===== src/rtl/ata_strobe_pkg.sv =====
package ata_strobe_pkg;

  localparam int unsigned WORD_W = 32;
  localparam int unsigned CNT_W  = 5;

  localparam logic [WORD_W-1:0] MASK_PIO   = 32'hCFC3_FFFF;
  localparam logic [WORD_W-1:0] MASK_MWDMA = 32'h31C0_01FF;
  localparam logic [WORD_W-1:0] MASK_UDMA  = 32'h303C_0000;

  typedef enum logic [1:0] {
    PH_IDLE   = 2'd0,
    PH_SETUP  = 2'd1,
    PH_ACTIVE = 2'd2,
    PH_RECOV  = 2'd3
  } phase_e;

  typedef enum logic [1:0] {
    MODE_PIO   = 2'd0,
    MODE_MWDMA = 2'd1,
    MODE_UDMA  = 2'd2,
    MODE_NONE  = 2'd3
  } mode_e;

  typedef struct packed {
    logic [CNT_W-1:0] setup;
    logic [CNT_W-1:0] active;
    logic [CNT_W-1:0] recov;
  } phase_cnt_t;

  function automatic phase_cnt_t pick_counts(input logic [WORD_W-1:0] w, input logic tf);
    phase_cnt_t c;
    if (tf) begin
      c.setup  = {2'b00, w[27:25]};
      c.active = w[17:13];
      c.recov  = {1'b0, w[12:9]};
    end else begin
      c.setup  = {2'b00, w[24:22]};
      c.active = w[8:4];
      c.recov  = {1'b0, w[3:0]};
    end
    return c;
  endfunction

  function automatic logic [WORD_W-1:0] mode_mask(input mode_e m);
    case (m)
      MODE_PIO:   return MASK_PIO;
      MODE_MWDMA: return MASK_MWDMA;
      MODE_UDMA:  return MASK_UDMA;
      default:    return '0;
    endcase
  endfunction

endpackage


===== src/rtl/ata_strobe_cfg.sv =====
module ata_strobe_cfg
  import ata_strobe_pkg::*;
#(
  parameter logic [WORD_W-1:0] RESET_WORD = '0
) (
  input  logic              clk_i,
  input  logic              rst_ni,
  input  logic              we_i,
  input  logic [1:0]        mode_i,
  input  logic [WORD_W-1:0] data_i,
  output logic [WORD_W-1:0] word_o,
  output logic              udma_en_o,
  output logic              dma_en_o,
  output logic              bm_pio_o,
  output logic              fifo_en_o,
  output logic [2:0]        udma_cycles_o,
  output logic              udma_clk2x_o
);

  logic [WORD_W-1:0] word_q;
  logic [WORD_W-1:0] mask;

  assign mask = mode_mask(mode_e'(mode_i));

  always_ff @(posedge clk_i or negedge rst_ni) begin
    if (!rst_ni)   word_q <= RESET_WORD;
    else if (we_i) word_q <= (word_q & ~mask) | (data_i & mask);
  end

  assign word_o        = word_q;
  assign udma_en_o     = word_q[28];
  assign dma_en_o      = word_q[29];
  assign bm_pio_o      = word_q[30];
  assign fifo_en_o     = word_q[31];
  assign udma_cycles_o = word_q[20:18];
  assign udma_clk2x_o  = word_q[21];

endmodule


===== src/rtl/ata_strobe_seq.sv =====
module ata_strobe_seq
  import ata_strobe_pkg::*;
(
  input  logic              clk_i,
  input  logic              rst_ni,
  input  logic              start_i,
  input  logic              write_i,
  input  logic              taskfile_i,
  input  logic [WORD_W-1:0] word_i,
  output logic              dior_n_o,
  output logic              diow_n_o,
  output logic              busy_o,
  output logic              done_o
);

  phase_e           phase_q;
  logic [CNT_W-1:0] cnt_q;
  logic [CNT_W-1:0] active_q;
  logic [CNT_W-1:0] recov_q;
  logic             wr_q;
  logic             done_q;
  phase_cnt_t       pick;

  // counts chosen from the word as it stands at the accepting edge
  assign pick = pick_counts(word_i, taskfile_i);

  always_ff @(posedge clk_i or negedge rst_ni) begin
    if (!rst_ni) begin
      phase_q  <= PH_IDLE;
      cnt_q    <= '0;
      active_q <= '0;
      recov_q  <= '0;
      wr_q     <= 1'b0;
      done_q   <= 1'b0;
    end else begin
      done_q <= 1'b0;
      unique case (phase_q)
        PH_IDLE: begin
          if (start_i) begin
            phase_q  <= PH_SETUP;
            cnt_q    <= pick.setup;
            active_q <= pick.active;
            recov_q  <= pick.recov;
            wr_q     <= write_i;
          end
        end
        PH_SETUP: begin
          if (cnt_q == '0) begin
            phase_q <= PH_ACTIVE;
            cnt_q   <= active_q;
          end else begin
            cnt_q <= cnt_q - 1'b1;
          end
        end
        PH_ACTIVE: begin
          if (cnt_q == '0) begin
            phase_q <= PH_RECOV;
            cnt_q   <= recov_q;
          end else begin
            cnt_q <= cnt_q - 1'b1;
          end
        end
        PH_RECOV: begin
          if (cnt_q == '0) begin
            phase_q <= PH_IDLE;
            done_q  <= 1'b1;
          end else begin
            cnt_q <= cnt_q - 1'b1;
          end
        end
        default: phase_q <= PH_IDLE;
      endcase
    end
  end

  assign dior_n_o = !((phase_q == PH_ACTIVE) && !wr_q);
  assign diow_n_o = !((phase_q == PH_ACTIVE) &&  wr_q);
  assign busy_o   = (phase_q != PH_IDLE);
  assign done_o   = done_q;

endmodule


===== src/rtl/ata_strobe_gen.sv =====
module ata_strobe_gen
  import ata_strobe_pkg::*;
#(
  parameter logic [31:0] RESET_WORD = 32'h0
) (
  input  logic        clk_i,
  input  logic        rst_ni,
  input  logic        cfg_we_i,
  input  logic [1:0]  cfg_mode_i,
  input  logic [31:0] cfg_word_i,
  input  logic        start_i,
  input  logic        write_i,
  input  logic        taskfile_i,
  output logic        dior_n_o,
  output logic        diow_n_o,
  output logic        busy_o,
  output logic        done_o,
  output logic [31:0] timing_o,
  output logic        udma_en_o,
  output logic        dma_en_o,
  output logic        bm_pio_o,
  output logic        fifo_en_o,
  output logic [2:0]  udma_cycles_o,
  output logic        udma_clk2x_o
);

  logic [WORD_W-1:0] word;

  ata_strobe_cfg #(.RESET_WORD(RESET_WORD)) u_cfg (
    .clk_i         (clk_i),
    .rst_ni        (rst_ni),
    .we_i          (cfg_we_i),
    .mode_i        (cfg_mode_i),
    .data_i        (cfg_word_i),
    .word_o        (word),
    .udma_en_o     (udma_en_o),
    .dma_en_o      (dma_en_o),
    .bm_pio_o      (bm_pio_o),
    .fifo_en_o     (fifo_en_o),
    .udma_cycles_o (udma_cycles_o),
    .udma_clk2x_o  (udma_clk2x_o)
  );

  ata_strobe_seq u_seq (
    .clk_i      (clk_i),
    .rst_ni     (rst_ni),
    .start_i    (start_i),
    .write_i    (write_i),
    .taskfile_i (taskfile_i),
    .word_i     (word),
    .dior_n_o   (dior_n_o),
    .diow_n_o   (diow_n_o),
    .busy_o     (busy_o),
    .done_o     (done_o)
  );

  assign timing_o = word;

endmodule


===== config.mk =====
export PLATFORM = sky130hd
export DESIGN_NAME = ata_strobe_gen
export DESIGN_NICKNAME = d
export VERILOG_FILES = /design/src/rtl/ata_strobe_pkg.sv /design/src/rtl/ata_strobe_cfg.sv /design/src/rtl/ata_strobe_seq.sv /design/src/rtl/ata_strobe_gen.sv
export SDC_FILE = /design/constraint.sdc
export NUM_CORES = 1
export LEC_CHECK = 0
export CORE_MARGIN = 2
export CORE_UTILIZATION = 40
export CTS_CLUSTER_SIZE = 8
export DETAILED_ROUTE_END_ITERATION = 12
export GPL_TIMING_DRIVEN = 0
export PLACE_DENSITY = 0.78
export REMOVE_ABC_BUFFERS = 1
export SLEW_MARGIN = 10
export SYNTH_ARGS = -nofsm -noshare
export SYNTH_HDL_FRONTEND = slang
export SYNTH_HIERARCHICAL = 1
export SYNTH_SLANG_ARGS = --single-unit

===== constraint.sdc =====
create_clock -name clk_i -period 2.7 [get_ports clk_i]
set_clock_uncertainty 0.15 [all_clocks]
set_input_delay 0.27 -clock clk_i [delete_from_list [all_inputs] [get_ports clk_i]]
set_output_delay 0.27 -clock clk_i [all_outputs]
set_load 0.005 [all_outputs]

# Yosys cells after proc, flatten, opt, wreduce, memory -nomap -nowiden
# Index checks and enable logic that the tools add are counted.
word_totals:
  register_bits: 51
  wordCells: 48
classes:
  add_sub_neg: 1
  eq_ne: 10
  mux: 14
  n_bitwise: 4
  n_reduce_logical: 12
op_table:
  columns: ["op", "count"]
  rows:
  - ["one-hot mux 32 bit (3 select lines)", 1]
  - ["AND 32 bit", 2]
  - ["inverter 32 bit", 1]
  - ["OR 32 bit", 1]
  - ["2-to-1 mux 5 bit", 4]
  - ["one-hot mux 5 bit (4 select lines)", 1]
  - ["2-to-1 mux 13 bit", 1]
  - ["2-to-1 mux 2 bit", 4]
  - ["one-hot mux 2 bit (4 select lines)", 1]
  - ["== test 2 bit, second input constant", 3]
  - ["!= test 2 x 1 -> 1 bit, second input constant", 3]
  - ["logical NOT 5 bit", 1]
  - ["subtractor 5 x 1 -> 5 bit, second input constant", 1]
  - ["== test 2 x 1 -> 1 bit, second input constant", 2]
  - ["logical NOT 2 bit", 2]
  - ["!= test 2 bit, second input constant", 2]
  - ["AND reduction 2 bit", 2]
  - ["AND reduction 4 bit", 1]
  - ["logical NOT 1 bit", 3]
  - ["logical AND 1 bit", 2]
  - ["2-to-1 mux 1 bit", 2]
  - ["nonzero test 2 bit", 1]

# Depth between registers and ports, before layout
depth:
  ltp_word: 5
  mapped_depth: 7
  depth_no_buf: 6

# By module
# Netlist, hierarchy kept.
by_module_without_submodules:
  columns: ["module", "n_inst", "cells_per_inst", "area_each_um2", "seq_area_each_um2"]
  rows:
  - ["ata_strobe_cfg", 1, 86, 1328.8, 800.8]
  - ["ata_strobe_seq", 1, 119, 1103.6, 450.4]

# Worst setup path after synthesis
# Ideal clock, no wire load.
synth_path:
  path_type: "reg-to-reg"
  from: "reg u_seq.cnt_q[0]"
  to: "reg u_seq.cnt_q[1]"
  setup_ns: 0.079
  t_arrival_ns: 1.649
  required_time_ns: 2.471
  slack_ns: 0.822
  stages_incl_launch_ff: 8
  path_buffers: 1
  cell_sequence: "dfrtp_1 -> inv_1 -> ha_1 -> or4b_1 -> buf_2 -> a21o_1 -> a31oi_1 -> a2bb2oi_1"
synth_via:
  elab_chain_len: 3
  elab_cells_between_ends: 8
synth_lines:
  columns: ["item", "line_no", "text"]
  rows:
  - ["from (decl)", "ata_strobe_seq.sv:17", "logic [CNT_W-1:0] cnt_q;"]
  - ["from (signal assigned)", "ata_strobe_seq.sv:41", "cnt_q <= pick.setup;"]
  - ["from (signal assigned)", "ata_strobe_seq.sv:50", "cnt_q <= active_q;"]
  - ["from (signal assigned)", "ata_strobe_seq.sv:52", "cnt_q <= cnt_q - 1'b1;"]
  - ["subtractor 5 x 1 -> 5 bit / logical NOT 5 bit (equally long branches)", null, null]
  - ["2-to-1 mux 5 bit (tied with other cells)", "ata_strobe_seq.sv:64", "if (cnt_q == '0) begin"]
  - ["one-hot mux 5 bit (4 select lines) / AND reduction 2 bit (equally long branches)", null, null]
# Parallel ways exist; a longest one is shown, timed or not. The select of a mux whose other input is x is not followed.
# A chain may end at the register's enable or synchronous reset.

==> summary.md <==
| Metric | Value |
|---|---|
| Status | `finished, final reports clean` |
| Die Width | `82.0 um` |
| Pint | `0.00193 W` |
| Crit path capture type | `flip-flop` |
| Commonest non-fill, non-tap cells in the layout | `82 x clkdlybuf4s50_1, 50 x dfrtp_1, 35 x mux2_2` |
| H-tree depth | `2` |
| RSZ-0062 raised after global routing | `false` |
| CP required | `2.74 ns` |
| Vias in the first global route | `1954` |
| Ant. Diodes | `0` |
| CTS Buffer Depth | `2` |
| Initial DRC count | `82` |
| Final cell count without fillers | `357` |
| Clock power frac | `18.0%` |
| Pwr dens | `846 nW/um2` |
| M2 GR Usage | `29.4%` |
| Crit-path max FO | `12` |
| Synth Area in XOR/XNOR | `0.360%` |
| Post-synthesis simple-gate area fraction | `7.10%` |
| Synth Area per Inst | `11.9 um2` |
| Worst VDD drop | `423 uV` |
| Compound-Gate Fraction of Synth Area | `9.05%` |
| Top-area cell type share of the netlist area | `51.4%` |
| Share of layout cells above drive strength 1 | `16.3%` |
| Post-Route WL | `5300 um` |
| Hpwl dp | `3900 um` |
| Register area | `1250 um2` |
| Initial antenna violation count | `0` |
| Final Cycle Share | `89.7%` |
| NumNets Final | `332` |
| Setup-failing EPs final | `0` |
| Synth Register Bits | `50` |
| Sequential power share | `39.3%` |
| Relative max-transition margin | `19.3%` |
| Post-DRT Antenna Nets | `0` |
| Mapped Area | `2430 um2` |
| Sequential area share after synthesis | `51.4%` |
| Clk Latency, worst-skew pair | `0.30 ns` |
| Placed cells | `348` |
| Met3 Use GR | `6.37%` |
| Actual slew at the worst max-slew pin | `1.21 ns` |
| Min-delay worst type | `in -> async` |
| Io pins | `84` |
| Mapped Cells | `205` |
| Area of the multi-input gates | `1040 um2` |
| Final hold slack | `0.314 ns` |
| Unique masters post-synth | `31` |
| Starting Density | `41.3%` |
| Clock buffer count from CTS | `5` |
| Post-synthesis mux area share | `20.7%` |
| Minimum clock period | `2.42 ns` |
| GRT Residual Overflow | `0` |
| P_leak | `1.47 nW` |
| Switching Fraction | `32.8%` |
| Routability cong. | `0.842` |
| Synth warn | `6` |
| Fin. Hold Viols | `0` |
| Commonest non-fill, non-tap cell in the layout | `clkdlybuf4s50_1` |
| # port buffers | `83` |
| Leading area contributor after synthesis | `dfrtp_1` |
| Largest cells by area after synthesis | `dfrtp_1 51%, mux2_2 16%, ha_1 5.7%` |
| Drt drc | `0` |
| Rows | `28` |
| Vias per cell | `5.08` |
| Startpoint Class | `input pin` |
| Synth-to-layout area growth | `39.4%` |
| Max Slew Vio Count | `0` |
| Adder-Cell Fraction of Synth Area | `5.66%` |
| Switching power of the nets | `0.000941 W` |
| Fill cells | `518` |
| CTS Root Cell | `clkbuf_8` |
| Pre-antenna DRT Iters | `4` |
| Power Total | `0.00287 W` |
| # clock sinks | `50` |
| Combinational Power Share | `42.8%` |
| Global route hottest layer | `met2` |
| Final setup margin | `0.277 ns` |
| Reg clk slew, reported paths | `0.09 ns` |
| Vias | `1813` |
| Largest family of logic cells by synthesized area | `multiplexers` |
| Routed WL per cell | `14.8 um` |
| Peak Freq | `413 MHz` |
| Pre-CTS setup slack | `-0.0736 ns` |
| Pin count of the biggest net entering global routing | `30` |
| Met1 Use GR | `20.3%` |
| Post-cts repair resize count | `0` |
| CTS tree | `built` |
| First-pass GRT wire length | `8860 um` |
| Core ar. | `5890 um2` |
| Total GRT Usage | `17.3%` |
| Die H | `82.0 um` |
| Max Cap Viol | `0` |
| Die ar. | `6720 um2` |
| CP arrival | `2.46 ns` |
| Critical setup path kind | `in -> reg` |
cell families (layout without fill, tap and decap cells):
| group | after synthesis | after routing |
|---|---|---|
| buffers and inverters | 26 | 103 |
| AOI/OAI and AO/OA | 35 | 35 |
| muxes | 46 | 46 |
| adders and majority gates | 11 | 11 |
| xor gates and xnor gates | 1 | 1 |
| and+or+nand+nor | 36 | 36 |
| DFF | 50 | 50 |
worst paths after layout:
kind | startpoint | end | slack, ns | cells past startpoint
hold / removal | rst_ni | async pin | 0.31 | 2
setup reg to reg | u_seq/cnt_q[0] | u_seq/cnt_q[2] | 0.50 | 6
min in group clk_i | u_seq/active_q[0] | u_seq/active_q[0] | 0.38 | 2
max in group asynchronous | rst_ni | u_seq/active_q[0] | 1.56 | 3
hold reg to reg | u_seq/active_q[0] | u_seq/active_q[0] | 0.38 | 2
setup / recovery | cfg_mode_i[1] | flip-flop | 0.28 | 5
per-layer routing:
layer | wire length, um | vias to the layer above
li1 | - | 863
met1 | 2170 | 878
met2 | 2590 | 66
met3 | 484 | 6
met4 | 58 | 0
met5 | 0 | -
cell usage after synthesis:
master / instances
dfrtp_1: 50
mux2_2: 35
a21oi_1: 15
nor2_1: 14
ha_1: 11
mux2i_1: 11
buf_4: 10
inv_1: 10
nand2_1: 10
clkbuf_1: 4
nor3_1: 4
a22oi_1: 3
and2_1: 3
a21o_1: 2
a31oi_1: 2
buf_2: 2
nand2b_1: 2
o211ai_1: 2
o21ai_0: 2
o22ai_1: 2
a211oi_1: 1
a2bb2oi_1: 1
a311oi_1: 1
a32oi_1: 1
nor2b_1: 1
nor4b_2: 1
o21bai_1: 1
o31ai_1: 1
o32ai_1: 1
or4b_1: 1
xnor2_1: 1
stage by stage:
step / TNS [ns] / cell area (um2) / util [%]
floorplan: 0 / 2330 / -
global route: 0 / 3390 / 57.6
global placement: -12.93 / 3260 / 55.3
finish: 0 / 3390 / 57.6
CTS: 0 / 3390 / 57.6
detailed placement: -0.732 / 3270 / 55.6
area by class of cell:
cell class	count	area share (%)
Sequential cell	50	36.9
Clock buffer	5	2.03
Inverter	10	1.11
Tap cell	75	2.77
Clock inverter	3	1.18
Timing Repair Buffer	85	25.2
Multi-Input combinational cell	129	30.8
worst max-delay path, stage by stage:
cell and delay, ns:
clkdlybuf4s50_1 0.51, inv_1 0.10, ha_1 0.19, o211ai_1 0.96, mux2_2 0.43
power by group through the flow:
| stage | logic, W | registers [W] | clock network [W] |
|---|---|---|---|
| floorplan | 0.000701 | 0.00112 | 0 |
| global placement | 0.00119 | 0.00113 | 0 |
| detailed placement | 0.00122 | 0.00114 | 0 |
| CTS | 0.00123 | 0.00113 | 0.000530 |
| global route | 0.00137 | 0.00116 | 0.000559 |
| finish | 0.00123 | 0.00113 | 0.000516 |
repair_timing:
item	CTS	global route
hold buffers	1	0
buffers inserted	0	0
hold endpoints to repair	21	0
Power figures use the tool's default switching activity.
